===== src/rtl/dma_pkg.sv =====
package dma_pkg;
  typedef enum logic [2:0] {
    S_IDLE,
    S_WAITBUS,
    S_READ,
    S_CAPTURE,
    S_WRITE
  } dmaState_t;

  typedef enum logic [1:0] {
    CFG_SRC  = 2'd0,
    CFG_DST  = 2'd1,
    CFG_CTRL = 2'd2
  } cfgSel_t;

  typedef struct packed {
    logic busReqOn;
    logic ackOn;
    logic issueRd;
    logic latchData;
    logic issueWr;
  } dmaStrobes_t;
endpackage


===== src/rtl/dma_ctrl.sv =====
module dma_ctrl
  import dma_pkg::*;
(
  input  logic        clk,
  input  logic        rstN,
  input  logic        enable,
  input  logic        perReq,
  input  logic        busGrant,
  output dmaStrobes_t strobes
);
  dmaState_t state, nextState;
  logic armed;
  logic startXfer;

  assign startXfer = (state == S_IDLE) && enable && perReq && armed;

  always_comb begin
    nextState = state;
    unique case (state)
      S_IDLE:    if (startXfer) nextState = S_WAITBUS;
      S_WAITBUS: if (busGrant) nextState = S_READ;
      S_READ:    nextState = S_CAPTURE;
      S_CAPTURE: nextState = S_WRITE;
      S_WRITE:   nextState = S_IDLE;
      default:   nextState = S_IDLE;
    endcase
  end

  always_ff @(posedge clk or negedge rstN) begin
    if (!rstN) begin
      state <= S_IDLE;
      armed <= 1'b1;
    end else begin
      state <= nextState;
      if (startXfer) armed <= 1'b0;
      else if (state == S_IDLE && !perReq) armed <= 1'b1;
    end
  end

  always_comb begin
    strobes.busReqOn  = (state != S_IDLE);
    strobes.ackOn     = (state == S_READ) || (state == S_CAPTURE) || (state == S_WRITE);
    strobes.issueRd   = (state == S_READ);
    strobes.latchData = (state == S_CAPTURE);
    strobes.issueWr   = (state == S_WRITE);
  end

  // acknowledge only rises once the grant has been seen
  a_r3_ack_after_grant: assert property (@(posedge clk) disable iff (!rstN)
    $rose(strobes.ackOn) |-> $past(busGrant));

  // every write comes two cycles after a read
  a_r5_write_follows_read: assert property (@(posedge clk) disable iff (!rstN)
    strobes.issueWr |-> $past(strobes.issueRd, 2));

  // read and write never share a cycle
  a_r4_one_bus_op: assert property (@(posedge clk) disable iff (!rstN)
    $onehot0({strobes.issueRd, strobes.issueWr}));
endmodule


===== src/rtl/dma_dpath.sv =====
module dma_dpath
  import dma_pkg::*;
#(
  parameter int ADDR_W = 16,
  parameter int DATA_W = 8
) (
  input  logic              clk,
  input  logic              rstN,
  input  logic              cfgWe,
  input  logic [1:0]        cfgSel,
  input  logic [ADDR_W-1:0] cfgData,
  input  dmaStrobes_t       strobes,
  input  logic [DATA_W-1:0] busRdata,
  output logic [ADDR_W-1:0] busAddr,
  output logic [DATA_W-1:0] busWdata,
  output logic              enable
);
  logic [ADDR_W-1:0] srcAddr;
  logic [ADDR_W-1:0] dstAddr;
  logic [DATA_W-1:0] dataHold;

  always_ff @(posedge clk or negedge rstN) begin
    if (!rstN) begin
      srcAddr <= '0;
      dstAddr <= '0;
      enable  <= 1'b0;
    end else if (cfgWe) begin
      unique case (cfgSel_t'(cfgSel))
        CFG_SRC:  srcAddr <= cfgData;
        CFG_DST:  dstAddr <= cfgData;
        CFG_CTRL: enable  <= cfgData[0];
        default:  ;
      endcase
    end
  end

  always_ff @(posedge clk or negedge rstN) begin
    if (!rstN) dataHold <= '0;
    else if (strobes.latchData) dataHold <= busRdata;
  end

  assign busAddr  = strobes.issueWr ? dstAddr : srcAddr;
  assign busWdata = dataHold;

  // the written word is the one returned by the read
  a_r5_wdata_from_read: assert property (@(posedge clk) disable iff (!rstN)
    strobes.issueWr |-> busWdata == $past(busRdata));
endmodule


===== src/rtl/dma_top.sv =====
module dma_top
  import dma_pkg::*;
#(
  parameter int ADDR_W = 16,
  parameter int DATA_W = 8
) (
  input  logic              clk,
  input  logic              rstN,
  input  logic              cfgWe,
  input  logic [1:0]        cfgSel,
  input  logic [ADDR_W-1:0] cfgData,
  input  logic              perReq,
  output logic              perAck,
  output logic              busReq,
  input  logic              busGrant,
  output logic [ADDR_W-1:0] busAddr,
  output logic              busRd,
  output logic              busWr,
  output logic [DATA_W-1:0] busWdata,
  input  logic [DATA_W-1:0] busRdata
);
  dmaStrobes_t strobes;
  logic enable;

  dma_ctrl uCtrl (
    .clk(clk), .rstN(rstN), .enable(enable), .perReq(perReq),
    .busGrant(busGrant), .strobes(strobes)
  );

  dma_dpath #(.ADDR_W(ADDR_W), .DATA_W(DATA_W)) uDpath (
    .clk(clk), .rstN(rstN), .cfgWe(cfgWe), .cfgSel(cfgSel), .cfgData(cfgData),
    .strobes(strobes), .busRdata(busRdata), .busAddr(busAddr),
    .busWdata(busWdata), .enable(enable)
  );

  assign busReq = strobes.busReqOn;
  assign perAck = strobes.ackOn;
  assign busRd  = strobes.issueRd;
  assign busWr  = strobes.issueWr;

  // acknowledge and bus request end in the same cycle
  a_r6_release_together: assert property (@(posedge clk) disable iff (!rstN)
    $fell(perAck) |-> $fell(busReq));

  // a bus request only follows an enabled peripheral request
  a_r2_req_cause: assert property (@(posedge clk) disable iff (!rstN)
    $rose(busReq) |-> ($past(perReq) && $past(enable)));
endmodule


===== config.mk =====
export PLATFORM = sky130hd
export DESIGN_NAME = dma_top
export DESIGN_NICKNAME = d
export VERILOG_FILES = /design/src/rtl/dma_pkg.sv /design/src/rtl/dma_ctrl.sv /design/src/rtl/dma_dpath.sv /design/src/rtl/dma_top.sv
export SDC_FILE = /design/constraint.sdc
export NUM_CORES = 1
export LEC_CHECK = 0
export BUFFER_PORTS_ARGS = -buffer_cell sky130_fd_sc_hd__buf_2
export CAP_MARGIN = 20
export CELL_PAD_IN_SITES_DETAIL_PLACEMENT = 1
export CELL_PAD_IN_SITES_GLOBAL_PLACEMENT = 1
export CORE_MARGIN = 4
export CORE_UTILIZATION = 37
export DETAILED_ROUTE_END_ITERATION = 8
export MAX_ROUTING_LAYER = met4
export PLACE_DENSITY_LB_ADDON = 0.2
export SYNTH_ARGS = -nofsm -noshare
export SYNTH_HDL_FRONTEND = slang
export SYNTH_SLANG_ARGS = --single-unit

===== constraint.sdc =====
create_clock -name clk -period 1.5 [get_ports clk]
set_clock_uncertainty 0.05 [all_clocks]
set_input_delay 0.15 -clock clk [delete_from_list [all_inputs] [get_ports clk]]
set_output_delay 0.15 -clock clk [all_outputs]
set_load 0.05 [all_outputs]

=== Yosys cells after proc, flatten, opt, wreduce, memory -nomap -nowiden ===
Index checks and enable logic that the tools add are counted.

* Flip-flop bits (word level): 45
* Input bits: 31
* Output and inout bits: 28

* Equality and inequality tests: 8
* Mux-type cells: 6
* Reduce and logical (&&, ||, !) cells: 15

{| class="wikitable"
|+ Operators with widths
! kind !! count
|-
| $mux W16 || 1
|-
| $pmux W3 S4 || 1
|-
| $reduce_and A2 Y1 || 4
|-
| $eq A3 B2 Y1 const B || 2
|-
| $mux W3 || 2
|-
| $logic_and A1 B1 Y1 || 4
|-
| $eq A3 B1 Y1 const B || 1
|-
| $eq A3 B3 Y1 const B || 1
|-
| $logic_not A3 Y1 || 1
|-
| $reduce_bool A3 Y1 || 1
|-
| $eq A2 B1 Y1 const B || 1
|-
| $eq A2 B2 Y1 const B || 1
|-
| $logic_not A2 Y1 || 1
|-
| $logic_or A1 B1 Y1 || 2
|-
| $mux W1 || 2
|-
| $ne A2 B1 Y1 const B || 1
|-
| $ne A2 B2 Y1 const B || 1
|-
| $reduce_bool A2 Y1 || 1
|-
| $logic_not A1 Y1 || 1
|}

=== Logic depth before layout (Yosys ltp) ===
Gate-level depths: netlist of the first run.

* Word-level depth: 6
* Mapped depth: 5

=== Modules after synthesis ===
From an unflattened synthesis of the first run, not the netlist that was laid out.

* Cells, all modules: 129
* Area, all modules: 1,974.4 um^2

{| class="wikitable"
|+ By module, submodules not included
! module !! instances !! cells each !! area each (um^2) !! sequential area each (um^2)
|-
| dma_dpath || 1 || 106 || 1,737.9 || 1,026.0
|-
| dma_ctrl || 1 || 23 || 236.5 || 101.3
|}

=== Least setup slack after synthesis of the first run ===
No wires, ideal clock.

* Path type: reg2out
* Start: reg uCtrl.state[0]
* End: out busAddr[0]
* Arrival: 1,479 ps
* Data required time: 1,300 ps
* Path slack: -179 ps
* Stages on the path, launching flop included: 6
* Path buffers: 3
* Path through: dfrtp_1 buf_2 nor3b_2 buf_6 buf_8 mux2_2

* Longest elaborated chain between the ends: 2

{| class="wikitable"
|+ RTL lines
! what !! RTL line !! RTL
|-
| start, declared || dma_ctrl.sv:11 || <nowiki>dmaState_t state, nextState;</nowiki>
|-
| start signal, assigned || dma_ctrl.sv:34 || <nowiki>state <= nextState;</nowiki>
|-
| $eq A3 B3 Y1 || dma_ctrl.sv:45 || <nowiki>strobes.issueWr = (state == S_WRITE);</nowiki>
|-
| named net busWr || dma_top.sv:18 || <nowiki>output logic busWr,</nowiki>
|-
| $mux W16 || dma_dpath.sv:42 || <nowiki>assign busAddr = strobes.issueWr ? dstAddr : srcAddr;</nowiki>
|-
| end, declared || dma_top.sv:16 || <nowiki>output logic [ADDR_W-1:0] busAddr,</nowiki>
|}

The timed path passes the listed nets, and every way through them passes these cells.

=== Worst setup path after layout of the first run ===
* Start: reg uCtrl.state[1]
* End: out busAddr[8]

* Longest elaborated chain between the ends: 2

{| class="wikitable"
|+ RTL lines
! what !! RTL line
|-
| $eq A3 B3 Y1 || dma_ctrl.sv:45
|-
| $mux W16 || dma_dpath.sv:42
|}

No other way between the ends.

==> summary by stage, run 1 <==
Run status
The run finished, with violations left. The checks that failed: setup timing.

STA
The total count of max-transition violations in the final report is 0. The smallest clock period supported by the final layout is computed as 1.903 ns. The final count of hold timing violations is 0.

The transition time at the pin with the least slew margin is 0.5318 ns. For the final routed database, the setup TNS stands at -6.674 ns. Setup repair after global routing could not meet its margin everywhere. The final worst setup slack is -0.4034 ns. The final count of negative-setup-slack endpoints is 20. Headroom to the max-slew limit came out at 64.54%. In the finished design, the share of the clock period the worst path needs comes to 126.9%. The maximum clock frequency is 525.4 MHz. Hold timing on the final database bottoms out at a slack of 0.03372 ns.

Layout
In the layout the commonest cells are 44 x dfrtp_1, 43 x mux2_2, 38 x buf_2. The filler cell count is 525. The finished layout cell area is 2794 µm². The count of cells in the finished layout, fillers not included, comes to 271. 0 antenna diodes ended up in the layout. The area of the multi-input gates is 858.3 µm². The area added between synthesis and finish is 41.87%. Leaving out fill and tap cells, the most frequent cell in the layout is dfrtp_1. The area occupied by registers is 1127 µm². Of the cells placed in the final design, the portion with a size suffix greater than 1 is 70.65%. Once layout is complete, the utilization of the core stands at 54.36%. After the last flow step, the layout net total stands at 232.

Critical path
The kind of start point of the critical path is a flip-flop. The highest fanout seen on the critical path is 5. The critical path goes through nor3b_4 -> buf_6 -> buf_8 -> mux2_4 -> buf_6. The worst register-to-register path has a setup slack of 0.10 ns. The most common cell type on the critical path is buf_6. The critical path's top delay family is buffers and inverters.

The slowest stage of the critical path belongs to the cell dfrtp_1. The signal arrival time at the worst endpoint is 1.70 ns. The number of cells on the worst reg-to-reg path is 4. The worst setup path is of the reg2out kind. The number of buffer and inverter stages on the critical path is 3. The startpoint of the worst register-to-register path is uCtrl.state[0]$_DFFE_PN0P_. On the worst path, the slowest cell contributes a delay of 0.42 ns.

The capturing point of the worst reg2reg path is uCtrl.armed$_DFFE_PN1P_. The data required time of the worst path is 1.30 ns. The capturing element type of the critical path is an output port.

Synthesis
The synthesized netlist contains 22 unique library cells. In this run, synthesis produced a sequential element count of 45. In this run the mean area of a mapped cell was 15.51 µm².

The synthesized netlist occupies a cell area of 1969 µm². Counting every net in the synthesized netlist gives 158. The count of mapped cells out of synthesis is 127. Yosys printed 0 warnings. Summing the sequential cell areas from Yosys gives 57.24% of the chip area.

Hold path
The start point of the worst hold path is busRdata[2]. The tightest min-delay check is of the in2reg type. The number of cells traversed by the worst hold path is 2. The endpoint of the worst hold path is uDpath.busWdata[2]$_DFFE_PN0P_.

Floorplanning
After floorplanning, the core was sized to cover 5140 µm². The area enclosed by the die boundary is 6554 µm². The horizontal die dimension is 80.96 µm. The number of placement rows is 26. 59 I/O pins were placed. Measured along the y axis, the die boundary spans 80.96 µm.

Once the floorplan was initialized, standard cells occupied 38.32% of the core.

Routing
In the routed design, unresolved DRC markers number 0. Dividing the detail-routed wire length by the instance count gives 16.96 µm. In the routed layout, each cell is associated on average with a via count of 4.827. The detailed router placed 1308 vias in this run.

The pre-antenna-repair detailed-routing pass consisted of 3 iterations. The number of nets with antenna violations after detailed routing is 0. After detailed routing, the total wire length is 4596 µm.

For this block, the initial DRC count from the detailed router was 40.

Clocking
The clock passes through at most 2 buffers. CTS placed an instance of clkbuf_8 at the clock tree root. The level count of the clock H-tree is 2. The total clock sinks is 45. The CTS buffer count is 5. The CTS tree is yes. For the worst-skew pair, the clock arrives at the later sink with an insertion delay of 0.29 ns. After clock tree synthesis, the clock-pin slew on the worst setup and hold paths is 0.08 ns.

Power and ir drop
The largest vdd supply drop is 0.0009973 V. The total power draw is 5.243 mW. In this run the static leakage power is 1.301 nW. The power per standard cell area is 1877 nW/µm².

GRT
After global routing the overflow that remains totals 0. The largest net degree at the start of global routing is 25. The global router's overall resource usage is 16.17%.

The number of antenna violations at the first check in global routing is 0. The first-pass GRT wire length is 7700 µm. The via count of the first global-routing pass is 1566.

Placed design
The post-placement setup slack is -0.09438 ns. The number of input and output port buffers inserted is 58. At the end of routability-driven placement, the weighted congestion stood at 0.6835.

The cell area after placement is 2420 µm². The number of cells in the design after placement is 256. The half-perimeter wire length after detailed placement is 3118 µm.

Job
Max-cap violations in this run came to 0.
-- layer usage --
metal,vias up,part of all wire [%],track usage [%],wire length [µm]
li1,600,-,-,-
met1,673,40,17.89,1847
met2,31,55,29.23,2550
met3,4,3.7,2.439,171
met4,0,0.59,6.081,27
met5,-,0,-,0
-- worst reg2reg max path, stage by stage, from the launching register on --
cell	delay [ns]
dfrtp_1	0.42
buf_4	0.18
or3_4	0.38
buf_4	0.14
o22ai_1	0.16
-- power breakdown --
group	internal, mW	switching [mW]	total (mW)	leakage [nW]
clock	0.366	0.371	0.736	0.0443
combinational	1.18	1.60	2.78	0.724
sequential	1.55	0.179	1.73	0.533
total	3.10	2.15	5.24	1.30
-- sequential cells by signal, summed over array words and instances, names as in the netlist --
signal           cells
uDpath.dstAddr      16
uDpath.srcAddr      16
uDpath.enable        1
uDpath.busWdata      8
uCtrl.armed          1
uCtrl.state          3
-- cell type report --
type,count,area share [%]
inverters,3,0.4030
flip-flops and latches,45,40.35
multi-input cells,73,30.72
well taps,70,3.135
clock buffers,7,3.090
repair buffers,73,22.30
-- repair_timing --
action,4_1_cts,5_1_grt
setup buffers,4,6
cloned,1,1
hold buffers,2,0
endpoints found under the setup margin,20,24
pin swaps,2,2
gates resized for setup,50,19
endpoints found under the hold margin,21,0
-- how the worst max path moves through the flow --
| stage | startpoint | endpoint | slack, ns | cells after the start |
|---|---|---|---|---|
| after floorplan | uCtrl.state[1]$_DFFE_PN0P_ | busAddr[0] | -0.08 | 5 |
| after global placement | uCtrl.state[1]$_DFFE_PN0P_ | busAddr[3] | -0.07 | 4 |
| after detailed placement | uCtrl.state[1]$_DFFE_PN0P_ | busAddr[15] | -0.09 | 4 |
| after CTS | uCtrl.state[0]$_DFFE_PN0P_ | busAddr[2] | -0.40 | 5 |
| after global routing | uCtrl.state[1]$_DFFE_PN0P_ | busAddr[5] | -0.45 | 4 |
| final | uCtrl.state[1]$_DFFE_PN0P_ | busAddr[8] | -0.40 | 5 |
-- cells by family (layout without fill, tap and decap cells) --
kind of cell           Yosys count  after routing  share of synthesized area [%]
AOI/OAI and AO/OA                5              5                          1.779
and+or+nand+nor                 11             11                          5.019
DFF                             45             45                          57.24
buffers and inverters            9             83                          3.367
muxes                           57             57                          32.59
-- cell usage after synthesis --
cell	count	area (µm²)
inv_1	3	11.26
nand3b_2	2	22.52
dfstp_2	1	26.28
nand3b_1	2	15.01
buf_2	2	10.01
nor2_1	1	3.750
a311oi_1	1	8.760
dfrtp_1	44	1101
a21o_1	1	7.510
buf_4	1	7.510
nor3b_4	1	18.77
buf_6	2	22.52
nor4b_1	1	8.760
nor3_1	1	5.000
o22ai_1	1	6.260
nor3b_2	1	12.51
nand2b_1	1	6.260
or3_1	1	6.260
buf_8	1	15.01
mux2_2	57	641.9
a21oi_1	1	5.000
o21a_1	1	7.510
No activity file was read; power rests on OpenSTA's default activity.
==> inputs of run 2 (changes only) <==
CORE_ASPECT_RATIO = 1.2   (was unset)
==> run 2 against run 1 <==
The run still ends with setup timing left. Sequential power hardly changed. Worst setup slack better by 0.0094 ns. Clock power is 24% higher. Power is 5.3% higher. Register-to-register slack worse by 0.03 ns. Sequential share of layout area is 0.90 points lower. Combinational power is 3% higher. Core utilization is 2.3 points higher. Largest cell class unchanged.
==> summary by stage, run 2 (synthesis gave the netlist of run 1 again) <==
Run status
The final reports fail on setup timing. The run finished, with violations left.

Clocking
TritonCTS created 5 clock buffers. TritonCTS built the clock tree. The tree is rooted in a clkbuf_8. The total clock sinks is 45. The clock tree buffer depth is 2.

The H-tree was split into 2 levels. Clock-pin slew was measured on the worst setup and hold paths at 0.08 ns. The clock latency on the worst-skew pair is 0.30 ns.

STA
The post-route setup TNS is -6.811 ns. Setup violations remaining at the end of the flow were counted as 20. The maximum clock frequency is 528.0 MHz.

The total count of max-transition violations in the final report is 0. Setup repair after global routing could not meet its margin everywhere. The relative max-transition margin is 63.20%.

The final worst setup slack is -0.3940 ns. For the pin with the worst max-slew slack, the measured transition is 0.5520 ns. For the finished layout, the period the worst path requires is 1.894 ns. Of the available clock period, the critical path in the final layout requires 126.3%.

The final count of hold timing violations is 0.

Critical path
STA classifies the critical path endpoint as an output port. The cell type of the slowest stage on the worst timing path is dfrtp_1. The critical path's top delay family is buffers and inverters. Counting both buffers and inverters, the worst setup path holds a total of 3. The largest stage delay on the critical path is 0.41 ns.

The most common cell type on the critical path is buf_8. Data on the critical path arrives at its endpoint at 1.69 ns. The data required time of the worst path is 1.30 ns. The type of the setup path with the least slack is reg2out.

The worst setup path is launched from a flip-flop. Traced cell by cell, the critical path runs through nor3b_4 -> buf_12 -> buf_8 -> mux2_4 -> buf_8. In this run the worst path has a maximum fanout of 6.

Placed design
Including well taps, the total number of placed cells is 247. Timing analysis after detailed placement gives a worst setup slack of -0.1396 ns. In this run the cell area measured after placement is 2415 µm².

The half-perimeter wire length after detailed placement is 3285 µm. Port buffering added 58 buffers. Routability-driven placement finished with a final weighted congestion of 0.7933.

Layout
The area added between synthesis and finish is 45.11%. With fillers left out, the area of the finished cells amounts to 2858 µm². The final standard cell count with taps included and fillers excluded is 261.

The top cell types in the final layout, fill and taps aside, are 44 x dfrtp_1, 41 x mux2_2, 38 x buf_2. The antenna cell count is 0. The fraction of layout cells with a size suffix above 1 is 71.64%. The commonest non-fill, non-tap cell in the layout is dfrtp_1. The net count of the finished layout is 231. The filler cell count is 489.

Floorplanning
The number of placement rows is 28. The initial standard-cell utilization of the core is 39.04%. The y dimension of the die is 87.92 µm. The total I/O pin count is 59. In this run the standard cell core region covers 5045 µm². From left edge to right edge, the die measures 74.60 µm. The area enclosed by the die boundary is 6559 µm².

Job
The max-cap check violation count is 0.

Routing
Summing over every cut layer, the via total after detailed routing is 1321. In the final routed layout, each cell accounts on average for 18.00 µm. The number of nets with antenna violations after detailed routing is 0. Using the TritonRoute via totals, the vias-per-cell ratio works out to 5.061. After detailed routing, the total wire length is 4697 µm. For this block, the initial DRC count from the detailed router was 43.

The first detailed-routing pass took 4 iterations. The remaining design rule violation count is 0.

GRT
The first global-routing pass estimated 7555 µm of wire. Entering global routing, the biggest net connects 25 pins. The global router's overall resource usage is 16.12%. The via count of the first global-routing pass came to 1511. The number of antenna violations at the first check in global routing came to 0. For this run the aggregate overflow at the end of global routing stands at 0.

Power and ir drop
The leakage power summed over all cells is 1.316 nW. The worst-case IR drop observed on VDD is 0.0009303 V. Dividing total power by cell area gives a power density of 1931 nW/µm².

Hold path
The min-delay analysis places its worst path in the category in2reg.
==> run 2: power by group <==
group / internal, mW / switching, mW
combinational: 1.25 / 1.63
sequential: 1.55 / 0.182
clock: 0.498 / 0.415
total: 3.30 / 2.22
==> run 2: per-layer routing <==
metal | vias to the layer above | GRT usage [%] | wire, µm
met5 | - | - | 0
met4 | 0 | 4.854 | 61
met3 | 7 | 4.363 | 208
met2 | 37 | 27.98 | 2640
met1 | 680 | 17.84 | 1787
li1 | 597 | - | -
==> run 2: area by class of cell <==
class / instances / area (µm²) / area share, %
flip-flops and latches: 45 / 1127 / 39.45
multi-input cells: 73 / 869.6 / 30.43
repair buffers: 72 / 659.4 / 23.07
well taps: 60 / 75.07 / 2.627
clock buffers: 5 / 68.82 / 2.408
clock inverters: 3 / 46.29 / 1.620
inverters: 3 / 11.26 / 0.3940
==> run 2: worst paths after layout <==
kind                                            startpoint                             end  slack (ns)  cells after the start
min in group asynchronous                             rstN   uDpath.dstAddr[7]$_DFFE_PN0P_        0.31                      2
worst min-delay path                           busRdata[0]  uDpath.busWdata[0]$_DFFE_PN0P_        0.03                      2
worst max register to register  uCtrl.state[0]$_DFFE_PN0P_  uDpath.busWdata[2]$_DFFE_PN0P_        0.07                      4
worst min register to register     uCtrl.armed$_DFFE_PN1P_         uCtrl.armed$_DFFE_PN1P_        0.45                      2
max in group asynchronous                             rstN   uDpath.dstAddr[3]$_DFFE_PN0P_        0.56                      3
worst max-delay path            uCtrl.state[0]$_DFFE_PN0P_                      busAddr[4]       -0.39                      5
==> run 2: timing repair <==
action,in CTS,in global routing
hold endpoints to repair,21,0
cloned,1,0
hold buffers,2,0
buffers inserted,3,1
resized for setup,67,4
pin swaps,2,1
setup endpoints to repair,20,20
==> run 2: per-stage QoR <==
stage                     power, mW  util [%]  hold WS [ns]
after floorplan               3.494         -       -0.1956
after global placement        3.964     47.87       0.09118
after global routing          5.771     56.65       0.01400
after detailed placement      4.050     47.87        0.1114
final                         5.519     56.65       0.02998
after CTS                     5.529     56.30       0.01774
==> inputs of run 3 (changes only) <==
CELL_PAD_IN_SITES_GLOBAL_PLACEMENT = 2   (was 1)
CORE_UTILIZATION = 31   (was 37)
==> run 3 against run 2 <==
The run still ends with setup timing left. Sequential power hardly changed. Worst hold slack better by 0.0059 ns. Sequential cell count did not move. Design area up 3.8%. Combinational power is 4% higher. Largest cell class unchanged.
==> summary by stage, run 3 (synthesis gave the netlist of run 1 again) <==
Routing
The initial DRC count is 42. Dividing the detail-routed wire length by the instance count gives 16.34 µm. The remaining design rule violation count is 0. The routed via count is 1341. Dividing the detail-routed via count by the number of cells gives 4.624. The first TritonRoute pass finished after 3 iterations.

The total wirelength of the detailed-routed design is 4739 µm. The number of nets with antenna violations after detailed routing is 0.

Layout
The end-of-flow core utilization is 48.70%. The finished cells cover 2965 µm². The fraction of layout cells with a size suffix above 1 is 72.60%. The library cells used most frequently in the layout, excluding fill and tap cells, are 44 x dfrtp_1, 41 x mux2_2, 38 x buf_2.

Summing all multi-input logic gate instances after layout gives 884.6 µm². At the end of the flow, the number of nets in the layout was 238. The antenna cell count is 0. The filler cells instantiated in the layout total 623. The library cell used most frequently in the layout, excluding fill and tap cells, is dfrtp_1. The area growth from synthesis to layout is 50.57%. In the final layout, flip-flops and latches occupy 1127 µm².

Clocking
TritonCTS built the clock tree. The register clock-pin slew on the reported worst setup and hold paths is 0.08 ns. The total clock sinks is 45. The clock tree buffer depth is 2. Clock latency on the worst-skew pair, taken at its later pin, is 0.29 ns. The number of clock buffers added by TritonCTS is 5.

The level count of the clock H-tree is 2. The tree is rooted in a clkbuf_8.

Floorplanning
The initial standard-cell utilization of the core is 32.34%. Row generation in the floorplan step produced 31 rows. The horizontal die dimension is 80.76 µm.

The area of the placeable core is 6090 µm². The total I/O pin count is 59. In this run the vertical extent of the chip is 95.31 µm. The die covers 7697 µm².

Power and ir drop
Per report_power, the combinational group accounts for 52.8% of the total. The sequential power share is 30.7%. Summed over all nets, the switching power comes to 2.220 mW. The power per standard cell area is 1905 nW/µm². Of the total power, the share spent switching nets is 39.30%. The completed layout was analyzed and its total power is 5.649 mW.

The largest vdd supply drop is 0.001016 V. The design internal power is 3.429 mW. The part of the power in the clock network is 16.5%. The leakage power summed over all cells is 1.377 nW.

Run status
The checks that failed: setup timing. The run finished, with violations left.

Critical path
The signal arrival time at the worst endpoint is 1.72 ns. The highest fanout seen on the critical path is 5. The kind of start point of the critical path is a flip-flop. Setup slack on the worst reg-to-reg path comes out at 0.05 ns.

The critical path in this run is classified as reg2out. The data required time of the worst path is 1.30 ns. The worst setup path is captured at an output port.

STA
In the finished design, the share of the clock period the worst path needs comes to 127.7%. The minimum clock period after layout is 1.916 ns. The maximum clock frequency is 521.9 MHz. Setup repair after global routing could not meet its margin everywhere. Setup violations remaining at the end of the flow were counted as 20. Once routing completed, OpenROAD measured the worst setup slack at -0.4162 ns.

The final count of hold timing violations is 0. The total count of max-transition violations in the final report was 0. The transition time at the pin with the least slew margin is 0.4251 ns.

Headroom to the max-slew limit came out at 71.66%. The final-layout worst hold slack is 0.03590 ns.

GRT
The number of antenna violations at the first check in global routing is 0. In the global route stage, overall resource usage came out at 13.61%. The first global-routing pass estimated 7659 µm of wire. The largest net degree at the start of global routing is 19. The final global-route overflow total is 0. The via count of the first global-routing pass was 1553.

Placed design
Once placement finished, the instance area stood at 2437 µm². The congestion estimate from routability-driven global placement came to 0.7711. Detailed placement finished with a half-perimeter wire length of 3355 µm. The post-placement setup slack is -0.1438 ns. The number of input and output port buffers inserted is 58.

Job
Max-cap violations in this run came to 0.

Hold path
The path class of the tightest hold or removal check is in2reg.
[run 3: worst paths after layout]
check                                            endpoint  cells past startpoint                       start
setup reg to reg           uDpath.busWdata[7]$_DFFE_PN0P_                      5  uCtrl.state[0]$_DFFE_PN0P_
min in group asynchronous  uDpath.busWdata[1]$_DFFE_PN0P_                      2                        rstN
hold reg to reg                   uCtrl.armed$_DFFE_PN1P_                      2     uCtrl.armed$_DFFE_PN1P_
max in group asynchronous  uDpath.dstAddr[13]$_DFFE_PN0P_                      3                        rstN
setup / recovery                               busAddr[4]                      5  uCtrl.state[0]$_DFFE_PN0P_
hold / removal             uDpath.busWdata[1]$_DFFE_PN0P_                      2                 busRdata[1]
[run 3: layout make-up]
type,instances,area share [%]
clock inverters,1,1.013
repair buffers,79,24.39
flip-flops and latches,45,38.02
multi-input cells,73,29.83
clock buffers,7,2.911
inverters,3,0.3797
well taps,82,3.460
[run 3: power groups by stage]
| stage | Clock [mW] | Sequential (mW) | Combinational (mW) |
|---|---|---|---|
| 3_3_place_gp | 0 | 1.73 | 2.24 |
| 2_1_floorplan | 0 | 2.09 | 1.40 |
| 6_report | 0.931 | 1.73 | 2.99 |
| 3_5_place_dp | 0 | 1.75 | 2.29 |
| 5_1_grt | 1.03 | 1.78 | 3.13 |
| 4_1_cts | 0.975 | 1.73 | 2.90 |
[run 3: through the flow]
stage | cells | setup TNS (ns)
3_5_place_dp | 270 | -1.872
3_3_place_gp | 270 | -1.138
2_1_floorplan | 127 | -0.6712
4_1_cts | 285 | -7.074
5_1_grt | 290 | -8.915
6_report | 290 | -7.470
[run 3: repair_timing]
action                                 in CTS  in global routing
setup endpoints to repair                  20                 22
resized for setup                          71                  7
pin swaps                                   2                  2
buffers inserted                            4                  5
hold buffers                                2                  0
endpoints found under the hold margin      16                  0
gates cloned                                2                  0
[run 3: critical path, stage by stage (launching register included)]
cell and delay (ns):
dfrtp_1 0.41, nor3b_4 0.25, buf_6 0.16, buf_12 0.13, mux2_4 0.31, buf_8 0.15
[run 3: per-layer routing]
| layer | global-route usage [%] | wire length [µm] | up-vias | share of wire [%] |
|---|---|---|---|---|
| met3 | 2.836 | 203 | 9 | 4.3 |
| met2 | 24.17 | 2598 | 38 | 55 |
| li1 | - | - | 613 | - |
| met1 | 14.75 | 1850 | 681 | 39 |
| met5 | - | 0 | - | 0 |
| met4 | 5.493 | 87 | 0 | 1.8 |
